File: config.mk
export PLATFORM = sky130hd
export DESIGN_NAME = pcs_rx_dec
export DESIGN_NICKNAME = d
export VERILOG_FILES = /design/src/rtl/pcs_rx_pkg.sv /design/src/rtl/pcs_rx_cg_dec.sv /design/src/rtl/pcs_rx_dribble.sv /design/src/rtl/pcs_rx_ctrl.sv /design/src/rtl/pcs_rx_dec.sv
export SDC_FILE = /design/constraint.sdc
export NUM_CORES = 1
export LEC_CHECK = 0
export BUFFER_PORTS_ARGS = -buffer_cell sky130_fd_sc_hd__buf_2
export CAP_MARGIN = 5
export CORE_UTILIZATION = 52
export DETAILED_ROUTE_END_ITERATION = 8
export PLACE_DENSITY = 0.8
export SETUP_SLACK_MARGIN = 0.3
export SYNTH_ARGS = -nofsm -noshare
export SYNTH_HDL_FRONTEND = slang
export SYNTH_SLANG_ARGS = --single-unit
File: constraint.sdc
create_clock -name clk_i -period 2 [get_ports clk_i]
set_input_delay 0 -clock clk_i [delete_from_list [all_inputs] [get_ports clk_i]]
set_output_delay 0 -clock clk_i [all_outputs]
set_load 0.01 [all_outputs]
File: src/rtl/pcs_rx_pkg.sv
package pcs_rx_pkg;
  localparam int CG_W   = 5;
  localparam int NIB_W  = 4;
  localparam int TCNT_W = 3;

  localparam logic [CG_W-1:0] CG_J = 5'b11000;
  localparam logic [CG_W-1:0] CG_K = 5'b10001;
  localparam logic [CG_W-1:0] CG_T = 5'b01101;

  typedef enum logic [2:0] {
    ST_IDLE,
    ST_GOT_J,
    ST_FRAME,
    ST_END_T,
    ST_TAIL
  } rx_state_e;
endpackage

File: src/rtl/pcs_rx_cg_dec.sv
module pcs_rx_cg_dec
  import pcs_rx_pkg::*;
#(
  parameter int C_W = CG_W,
  parameter int N_W = NIB_W
) (
  input  logic [C_W-1:0] cg_i,
  output logic [N_W-1:0] data_o,
  output logic           is_data_o,
  output logic           is_j_o,
  output logic           is_k_o,
  output logic           is_t_o
);
  always_comb begin
    is_data_o = 1'b1;
    data_o    = '0;
    unique case (cg_i)
      5'b11110: data_o = N_W'(4'h0);
      5'b01001: data_o = N_W'(4'h1);
      5'b10100: data_o = N_W'(4'h2);
      5'b10101: data_o = N_W'(4'h3);
      5'b01010: data_o = N_W'(4'h4);
      5'b01011: data_o = N_W'(4'h5);
      5'b01110: data_o = N_W'(4'h6);
      5'b01111: data_o = N_W'(4'h7);
      5'b10010: data_o = N_W'(4'h8);
      5'b10011: data_o = N_W'(4'h9);
      5'b10110: data_o = N_W'(4'ha);
      5'b10111: data_o = N_W'(4'hb);
      5'b11010: data_o = N_W'(4'hc);
      5'b11011: data_o = N_W'(4'hd);
      5'b11100: data_o = N_W'(4'he);
      5'b11101: data_o = N_W'(4'hf);
      default:  is_data_o = 1'b0;
    endcase
  end

  assign is_j_o = (cg_i == CG_J);
  assign is_k_o = (cg_i == CG_K);
  assign is_t_o = (cg_i == CG_T);
endmodule

File: src/rtl/pcs_rx_dribble.sv
module pcs_rx_dribble
  import pcs_rx_pkg::*;
#(
  parameter int N_W = NIB_W,
  parameter int C_W = TCNT_W
) (
  input  logic [C_W-1:0] cnt_i,
  input  logic [N_W-1:0] bits_i,
  output logic [N_W-1:0] nib_o,
  output logic           has_nib_o
);
  // Positions past the leftover count are filled with 1s; at or above N_W bits only the first nibble survives
  for (genvar i = 0; i < N_W; i++) begin : g_pad
    assign nib_o[i] = (int'(cnt_i) > i) ? bits_i[i] : 1'b1;
  end

  assign has_nib_o = (cnt_i != '0);
endmodule

File: src/rtl/pcs_rx_ctrl.sv
module pcs_rx_ctrl
  import pcs_rx_pkg::*;
#(
  parameter int               N_W     = NIB_W,
  parameter logic [N_W-1:0]   PRE_NIB = N_W'(4'h5)
) (
  input  logic           clk_i,
  input  logic           rst_ni,
  input  logic           carrier_i,
  input  logic           cg_vld_i,
  input  logic [N_W-1:0] data_i,
  input  logic           is_data_i,
  input  logic           is_j_i,
  input  logic           is_k_i,
  input  logic           is_t_i,
  input  logic           tail_vld_i,
  input  logic [N_W-1:0] tail_nib_i,
  input  logic           tail_has_i,
  input  logic           tail_cnt_zero_i,
  output logic           rx_dv_o,
  output logic           rx_er_o,
  output logic           rx_stb_o,
  output logic [N_W-1:0] rxd_o
);
  rx_state_e      state_q, state_d;
  logic [N_W-1:0] hold_nib_q, hold_nib_d;
  logic           hold_er_q, hold_er_d;
  logic [N_W-1:0] tail_nib_q;
  logic           tail_has_q;
  logic           tail_ld;
  logic           emit;
  logic [N_W-1:0] emit_nib;
  logic           emit_er;

  always_comb begin
    state_d    = state_q;
    hold_nib_d = hold_nib_q;
    hold_er_d  = hold_er_q;
    tail_ld    = 1'b0;
    emit       = 1'b0;
    emit_nib   = hold_nib_q;
    emit_er    = hold_er_q;
    if (!carrier_i) begin
      state_d = ST_IDLE;
    end else begin
      unique case (state_q)
        ST_IDLE: if (cg_vld_i && is_j_i) state_d = ST_GOT_J;
        ST_GOT_J: begin
          if (cg_vld_i) begin
            if (is_k_i) begin
              // first preamble nibble now, second held for the next group slot
              emit       = 1'b1;
              emit_nib   = PRE_NIB;
              emit_er    = 1'b0;
              hold_nib_d = PRE_NIB;
              hold_er_d  = 1'b0;
              state_d    = ST_FRAME;
            end else begin
              state_d = ST_IDLE;
            end
          end
        end
        ST_FRAME: begin
          if (tail_vld_i) begin
            emit    = 1'b1;
            tail_ld = 1'b1;
            state_d = ST_TAIL;
          end else if (cg_vld_i) begin
            emit = 1'b1;
            if (is_t_i) begin
              state_d = ST_END_T;
            end else begin
              hold_nib_d = is_data_i ? data_i : '0;
              hold_er_d  = !is_data_i;
            end
          end
        end
        ST_END_T: if (cg_vld_i) state_d = ST_IDLE;
        ST_TAIL: begin
          emit     = tail_has_q;
          emit_nib = tail_nib_q;
          emit_er  = 1'b0;
          state_d  = ST_IDLE;
        end
        default: state_d = ST_IDLE;
      endcase
    end
  end

  always_ff @(posedge clk_i or negedge rst_ni) begin
    if (!rst_ni) begin
      state_q    <= ST_IDLE;
      hold_nib_q <= '0;
      hold_er_q  <= 1'b0;
      tail_nib_q <= '0;
      tail_has_q <= 1'b0;
      rx_dv_o    <= 1'b0;
      rx_er_o    <= 1'b0;
      rx_stb_o   <= 1'b0;
      rxd_o      <= '0;
    end else begin
      state_q    <= state_d;
      hold_nib_q <= hold_nib_d;
      hold_er_q  <= hold_er_d;
      if (tail_ld) begin
        tail_nib_q <= tail_nib_i;
        tail_has_q <= tail_has_i;
      end
      rx_stb_o <= emit;
      rx_er_o  <= emit && emit_er;
      rx_dv_o  <= emit || (state_d == ST_FRAME) || (state_d == ST_TAIL);
      if (emit) rxd_o <= emit_nib;
    end
  end

  p_stb_needs_dv_r9: assert property (@(posedge clk_i) disable iff (!rst_ni)
    rx_stb_o |-> rx_dv_o);

  p_er_with_stb_r5: assert property (@(posedge clk_i) disable iff (!rst_ni)
    rx_er_o |-> (rx_stb_o && rx_dv_o));

  p_preamble_r2: assert property (@(posedge clk_i) disable iff (!rst_ni)
    (state_q == ST_GOT_J && carrier_i && cg_vld_i && is_k_i)
    |=> (rx_stb_o && rx_dv_o && !rx_er_o && rxd_o == PRE_NIB));

  p_false_carrier_r3: assert property (@(posedge clk_i) disable iff (!rst_ni)
    (state_q == ST_GOT_J && cg_vld_i && !is_k_i) |=> !rx_dv_o);

  p_term_r4: assert property (@(posedge clk_i) disable iff (!rst_ni)
    (state_q == ST_FRAME && carrier_i && !tail_vld_i && cg_vld_i && is_t_i)
    |=> rx_stb_o ##1 !rx_dv_o);

  p_tail_end_r7: assert property (@(posedge clk_i) disable iff (!rst_ni)
    (state_q == ST_TAIL) |=> ##1 !rx_dv_o);

  p_tail_empty_r7: assert property (@(posedge clk_i) disable iff (!rst_ni)
    (state_q == ST_FRAME && tail_vld_i && tail_cnt_zero_i) |=> ##1 (!rx_dv_o && !rx_stb_o));

  p_carrier_loss_r8: assert property (@(posedge clk_i) disable iff (!rst_ni)
    !carrier_i |=> (!rx_dv_o && !rx_stb_o));
endmodule

File: src/rtl/pcs_rx_dec.sv
module pcs_rx_dec
  import pcs_rx_pkg::*;
#(
  parameter int               C_W     = CG_W,
  parameter int               N_W     = NIB_W,
  parameter int               T_W     = TCNT_W,
  parameter logic [N_W-1:0]   PRE_NIB = N_W'(4'h5)
) (
  input  logic           clk_i,
  input  logic           rst_ni,
  input  logic           carrier_i,
  input  logic           cg_vld_i,
  input  logic [C_W-1:0] cg_i,
  input  logic           tail_vld_i,
  input  logic [T_W-1:0] tail_cnt_i,
  input  logic [N_W-1:0] tail_bits_i,
  output logic           rx_dv_o,
  output logic           rx_er_o,
  output logic           rx_stb_o,
  output logic [N_W-1:0] rxd_o
);
  logic [N_W-1:0] dec_data;
  logic           dec_is_data, dec_is_j, dec_is_k, dec_is_t;
  logic [N_W-1:0] tail_nib;
  logic           tail_has;

  pcs_rx_cg_dec #(.C_W(C_W), .N_W(N_W)) u_cg_dec (
    .cg_i      (cg_i),
    .data_o    (dec_data),
    .is_data_o (dec_is_data),
    .is_j_o    (dec_is_j),
    .is_k_o    (dec_is_k),
    .is_t_o    (dec_is_t)
  );

  pcs_rx_dribble #(.N_W(N_W), .C_W(T_W)) u_dribble (
    .cnt_i     (tail_cnt_i),
    .bits_i    (tail_bits_i),
    .nib_o     (tail_nib),
    .has_nib_o (tail_has)
  );

  pcs_rx_ctrl #(.N_W(N_W), .PRE_NIB(PRE_NIB)) u_ctrl (
    .clk_i           (clk_i),
    .rst_ni          (rst_ni),
    .carrier_i       (carrier_i),
    .cg_vld_i        (cg_vld_i),
    .data_i          (dec_data),
    .is_data_i       (dec_is_data),
    .is_j_i          (dec_is_j),
    .is_k_i          (dec_is_k),
    .is_t_i          (dec_is_t),
    .tail_vld_i      (tail_vld_i),
    .tail_nib_i      (tail_nib),
    .tail_has_i      (tail_has),
    .tail_cnt_zero_i (tail_cnt_i == '0),
    .rx_dv_o         (rx_dv_o),
    .rx_er_o         (rx_er_o),
    .rx_stb_o        (rx_stb_o),
    .rxd_o           (rxd_o)
  );
endmodule

* After elaboration in Yosys (flattened, before gate mapping)
Index checks and enable logic that the tools add are counted.
Operators by class: reductions and logical operators 10, equal/unequal tests 28, multiplexer cells 41, magnitude comparators 4
Operator list (count):
- 5-bit equality test (second input constant) | 13
- 4-bit one-hot mux with 15 select lines | 1
- 5-bit by 4-bit equality test with 1-bit output (second input constant) | 6
- 4-bit 2-to-1 mux | 7
- 3-bit 2-to-1 mux | 7
- 1-bit 2-to-1 mux | 19
- 4-bit one-hot mux with 2 select lines | 2
- 16-bit OR reduction | 1
- 3-bit one-hot mux with 4 select lines | 1
- 3-bit by 2-bit equality test with 1-bit output (second input constant) | 3
- 3-bit equality test (second input constant) | 2
- 3-bit by 1-bit greater-than comparator with 1-bit output (second input constant) | 2
- 3-bit by 2-bit greater-than comparator with 1-bit output (second input constant) | 2
- 2-bit inequality test (second input constant) | 3
- 5-bit AND reduction | 1
- 1-bit one-hot mux with 2 select lines | 2
- 3-bit by 1-bit equality test with 1-bit output (second input constant) | 1
- 3-bit zero test | 1
- 1-bit one-hot mux with 3 select lines | 1
- 3-bit nonzero test | 1
- 1-bit logical AND | 2
- 1-bit logical OR | 2
- 2-bit 2-to-1 mux | 1
- 2-bit nonzero test | 1
- 1-bit zero test | 1
Word-level totals: bits in registers 20, bits of input ports 17

* Longest topological paths before layout
depth after elaboration 9, depth in mapped cells 6

* Hierarchy
Synthesis repeated with hierarchy kept, for this count alone.
Unflattened totals: cells, all modules 119, area total of the unflattened synthesis 1218.7 sq um
Modules (own cells, without submodules):
- pcs_rx_ctrl | area an instance 992.2 sq um, cells each 86, instances 1, seq. area each 500.5 sq um
- pcs_rx_cg_dec | area an instance 173.9 sq um, cells each 26, instances 1, seq. area each 0.0 sq um
- pcs_rx_dribble | area an instance 42.5 sq um, cells each 6, instances 1, seq. area each 0.0 sq um
- pcs_rx_dec | area an instance 10.0 sq um, cells each 1, instances 1, seq. area each 0.0 sq um

* Worst setup path after synthesis
Ideal clock, no wire load.
path kind reg-to-reg, start point reg u_ctrl.state_q[1], end point reg u_ctrl.rxd_o[1], setup slack 0.450 ns, path buffers 0, stages on the path, launching flop included 6, data required time 1.875 ns, arrival time 1.425 ns, period minus slack after synthesis 1.550 ns, cells stage by stage dfrtp_1 nor3b_2 nor3b_4 o21ai_1 a22o_1 mux2_2
On the way: longest elaborated chain between the ends 3
Ends and longest elaborated chain:
- from (decl) | line pcs_rx_ctrl.sv:25 | rx_state_e state_q, state_d;
- from (signal assigned) | line pcs_rx_ctrl.sv:102 | state_q <= state_d;
- 3-bit equality test (tied with other cells) | line pcs_rx_ctrl.sv:46 | unique case (state_q)
- 1-bit one-hot mux with 3 select lines / 4-bit one-hot mux with 2 select lines (equally long branches) | line pcs_rx_ctrl.sv:46
- 1-bit 2-to-1 mux / 4-bit 2-to-1 mux (equally long branches) | line pcs_rx_ctrl.sv:43 | if (!carrier_i) begin
- to (signal assigned) | line pcs_rx_ctrl.sv:112 | if (emit) rxd_o <= emit_nib;
- to (decl) | line pcs_rx_ctrl.sv:23 | output logic [N_W-1:0] rxd_o
Several ways; a longest one is shown, not always the timed one. A chain may end at the register's enable or synchronous reset.

* Final worst setup path
start point reg u_ctrl.state_q[0], end point reg u_ctrl.rxd_o[3]
Same word-level chain as after synthesis.

==> impl_results.md <==
- Setup crit start kind: flip-flop
- Min-Delay Path Class: input pin to flip-flop
- Worst path slowest cell: dfrtp_2
- Hold WS: roughly 0.011 ns
- Vias in the first global route: around 860
- Cells on worst reg2reg path: 6
- Reg area: between 500 and 600 um^2
- CTS root buf: clkbuf_4
- Rows: 16
- Top cells by count, synth: dfrtp_1, nor2_1, nand2_1, a21oi_1, inv_1
- DR WL/cell: 14.7 um
- Worst-Skew Late Latency: about 0.32 ns
- Sequential area share after synthesis: 45.6%
- Die area: around 2300 um^2
- Largest net degree at the start of global routing: 21
- Placed cell areas: approximately 1200 um^2
- Top cell type's share of synthesized area: 45.6%
- Yosys warning count: 0
- Worst EP required: 2.20 ns
- Synthesized flop and latch total: 20
- Slew HR: between 70% and 80%
- Slowest stage delay, CP: between 0.4 and 0.5 ns
- Post-synthesis compound-gate area fraction: between 20% and 30%
- Critical Path, Cell by Cell: buf_4 > nor3b_4 > buf_4 > o21ai_2 > a22o_1 > mux2_2
- Layout area overhead: 32.2%
- Leading area contributor after synthesis: dfrtp_1
- RSZ-0062 raised after global routing: yes
- Routability Congestion: 0.898
- Fraction of layout cells with a size suffix above 1: between 20% and 30%
- CTS H-Tree Depth: 1
- Most common cell in the netlist: dfrtp_1
- GRT overflow: 0
- Crit. End Element: flip-flop
- XOR/XNOR Fraction of Synth Area: between 1.5 and 2%
- Die extent in x: 48.0 um
- Post-synthesis cell type count: 37
- Outcome: completed
- Antenna violations before repair: 0
- Ys async rst share: 100%
- Mapped Area: ~1100 um^2
- Transition time of the tightest slew-check pin: 0.443 ns
- Simple-gate share of the synthesized area: between 20 and 25%
- Max Cap Viol: 0
- Reg2Reg Launch Point: u_ctrl.state_q[0]$_DFF_PN0_
- CP endpoint: u_ctrl.rxd_o[3]$_DFFE_PN0P_
- Most common cell on crit path: buf_4
- IO buf count: 23
- Power Dens Cells: 609 nW/um^2
- Max Clock Freq: ~0.60 GHz
- Clock tree from TritonCTS: done
- Total number of vias: about 1000
- Area contributors post-synth: dfrtp_1, nor2_1, a21oi_1
- Clk slew on worst S/H paths: about 0.12 ns
- Total GRT Usage: between 20% and 30%
- Post-synthesis mux area share: under 10%
- Die height: between 40 and 50 um
- DRC: 0
- Sum of negative setup slack: 0 ns
- Worst path arrival time: ~1.9 ns
- Initial core utilization: around 55%
- Design Area, Final: roughly 1500 um^2
- Detailed Place HPWL: 1810 um
- Peak VDD IR: 0.519 mV
- DRT Pass-1 Iters: 4
- Antenna diode count: 0
- Final setup margin: roughly 0.34 ns
- Max layer used: met4
- Detail Route Antenna Nets: 0
- Dpl ws: 0.271 ns
- Minimum clock period: roughly 1.7 ns
- Post-synthesis cell count: roughly 120
- Multi-input gate area: 566 um^2
- Met2 WL post-DR: between 1000 and 1500 um
- Largest buffer count on any clock path: 2
- Tot Pwr: just under 0.9 mW
- Top FF cell, synth: dfrtp_1
- Post-Syn Nets: ~140
- Core Region: ~2000 um^2
- # fillers: 129
- Final period util: 83.0%
- P_leak: 0.716 nW
- Final hold vios: 0
- Met1 WL: about 1200 um
- Number of synthesized flops with an enable pin: 0
- Worst Setup SP: u_ctrl.state_q[0]$_DFF_PN0_
- CP max FO: 6
- Final Net Count: 175
- Reg2reg end: u_ctrl.rxd_o[3]$_DFFE_PN0P_
- Clock skew: between 0.01 and 0.015 ns
- Global-route wire length before repair: 3780 um
- Final Slew Violations: 0
- Adder-Cell Fraction of Synth Area: 0%
- Average size of a mapped cell: about 9.3 um^2
- Final wirelength: 2710 um
- Setup CP Type: flip-flop to flip-flop
- TritonCTS buffer count: 3
- Met3 wire length: between 70 and 80 um
- Combinational family with the most area after synthesis: compound AO/OA/AOI/OAI gates
- Via/cell ratio: between 5 and 6
- Setup-failing EPs final: 0
- 1st-iter DRT viols: 32
- Clock sink count: 20
- R2R setup slack: 0.34 ns
- I/O pin cnt: 24
-- power breakdown --
group / internal, mW / total [mW] / switching, mW
clock network: 0.203 / 0.335 / 0.132
registers: 0.421 / 0.433 / 0.0117
logic: 0.0560 / 0.117 / 0.0613
-- layer usage --
metal	vias up	GRT usage (%)
met3	5	7.55
met1	494	30.3
met2	24	40.8
met4	0	7.22
li1	506	-
met5	-	0
-- worst max-delay path: cells and delay by family (launching register included) --
kind	cells	cell delay (ns)
compound gates	2	0.25
buf+inv	2	0.33
flops	1	0.46
mux	1	0.25
simple gates	1	0.26
-- final cells by class --
cell class | count | area share (%)
Multi-Input combinational cell | 85 | 38.9
Sequential cell | 20 | 34.6
Timing Repair Buffer | 40 | 18.4
Tap cell | 27 | 2.33
Clock inverter | 1 | 2.07
Inverter | 8 | 2.07
Clock buffer | 3 | 1.55
-- per-stage QoR --
stage / utilization, % / std cells
after detailed placement: 62.1 / 164
final: 73.3 / 184
after CTS: 69.8 / 178
after floorplan: - / 118
after global placement: 62.1 / 164
after global routing: 73.3 / 184
-- registers in the layout (all words and copies together) (netlist names) --
signal and cells:
u_ctrl.state_q 3, u_ctrl.rx_dv_o 1, u_ctrl.rx_er_o 1, u_ctrl.hold_er_q 1, u_ctrl.rxd_o 4, u_ctrl.hold_nib_q 4, u_ctrl.tail_nib_q 4, u_ctrl.rx_stb_o 1
u_ctrl.tail_has_q 1
-- layout by cell type (no fill, tap or decap), types with 3 or more instances in the layout --
cell,n
a21oi_1,9
inv_1,8
clkbuf_4,3
buf_4,7
a31oi_1,3
dlygate4sd3_1,10
a22o_1,4
buf_2,23
o21ai_0,6
a22oi_1,4
nand2_1,10
dfrtp_1,18
nor2_1,15
mux2_2,4
nor3b_4,3
-- worst min path at each step --
stage | startpoint | endpoint | slack [ns] | cells past startpoint
after CTS | tail_cnt_i[0] | u_ctrl.tail_has_q$_DFFE_PN0P_ | 0.02 | 3
after global routing | tail_cnt_i[0] | u_ctrl.tail_has_q$_DFFE_PN0P_ | 0.03 | 3
after floorplan | rst_ni | u_ctrl.hold_er_q$_DFFE_PN0P_ | -0.30 | 0
after detailed placement | rst_ni | u_ctrl.state_q[0]$_DFF_PN0_ | -0.03 | 1
final | tail_cnt_i[0] | u_ctrl.tail_has_q$_DFFE_PN0P_ | 0.01 | 3
after global placement | rst_ni | u_ctrl.state_q[0]$_DFF_PN0_ | -0.04 | 1
-- kinds of logic (layout without fill, tap and decap cells) --
kind of cell	count (synthesis)	in the layout
compound gates	37	37
flops	20	20
xor+xnor	2	2
buf+inv	13	52
simple gates	42	42
mux	4	4
-- repair_timing --
item                                   CTS  global route
gates resized for setup                  1             5
pin swaps                                0             2
buffers inserted                         0             6
endpoints found under the hold margin   25             0
hold buffers                            10             0
setup endpoints to repair                3             6
Power figures use the tool's default switching activity.
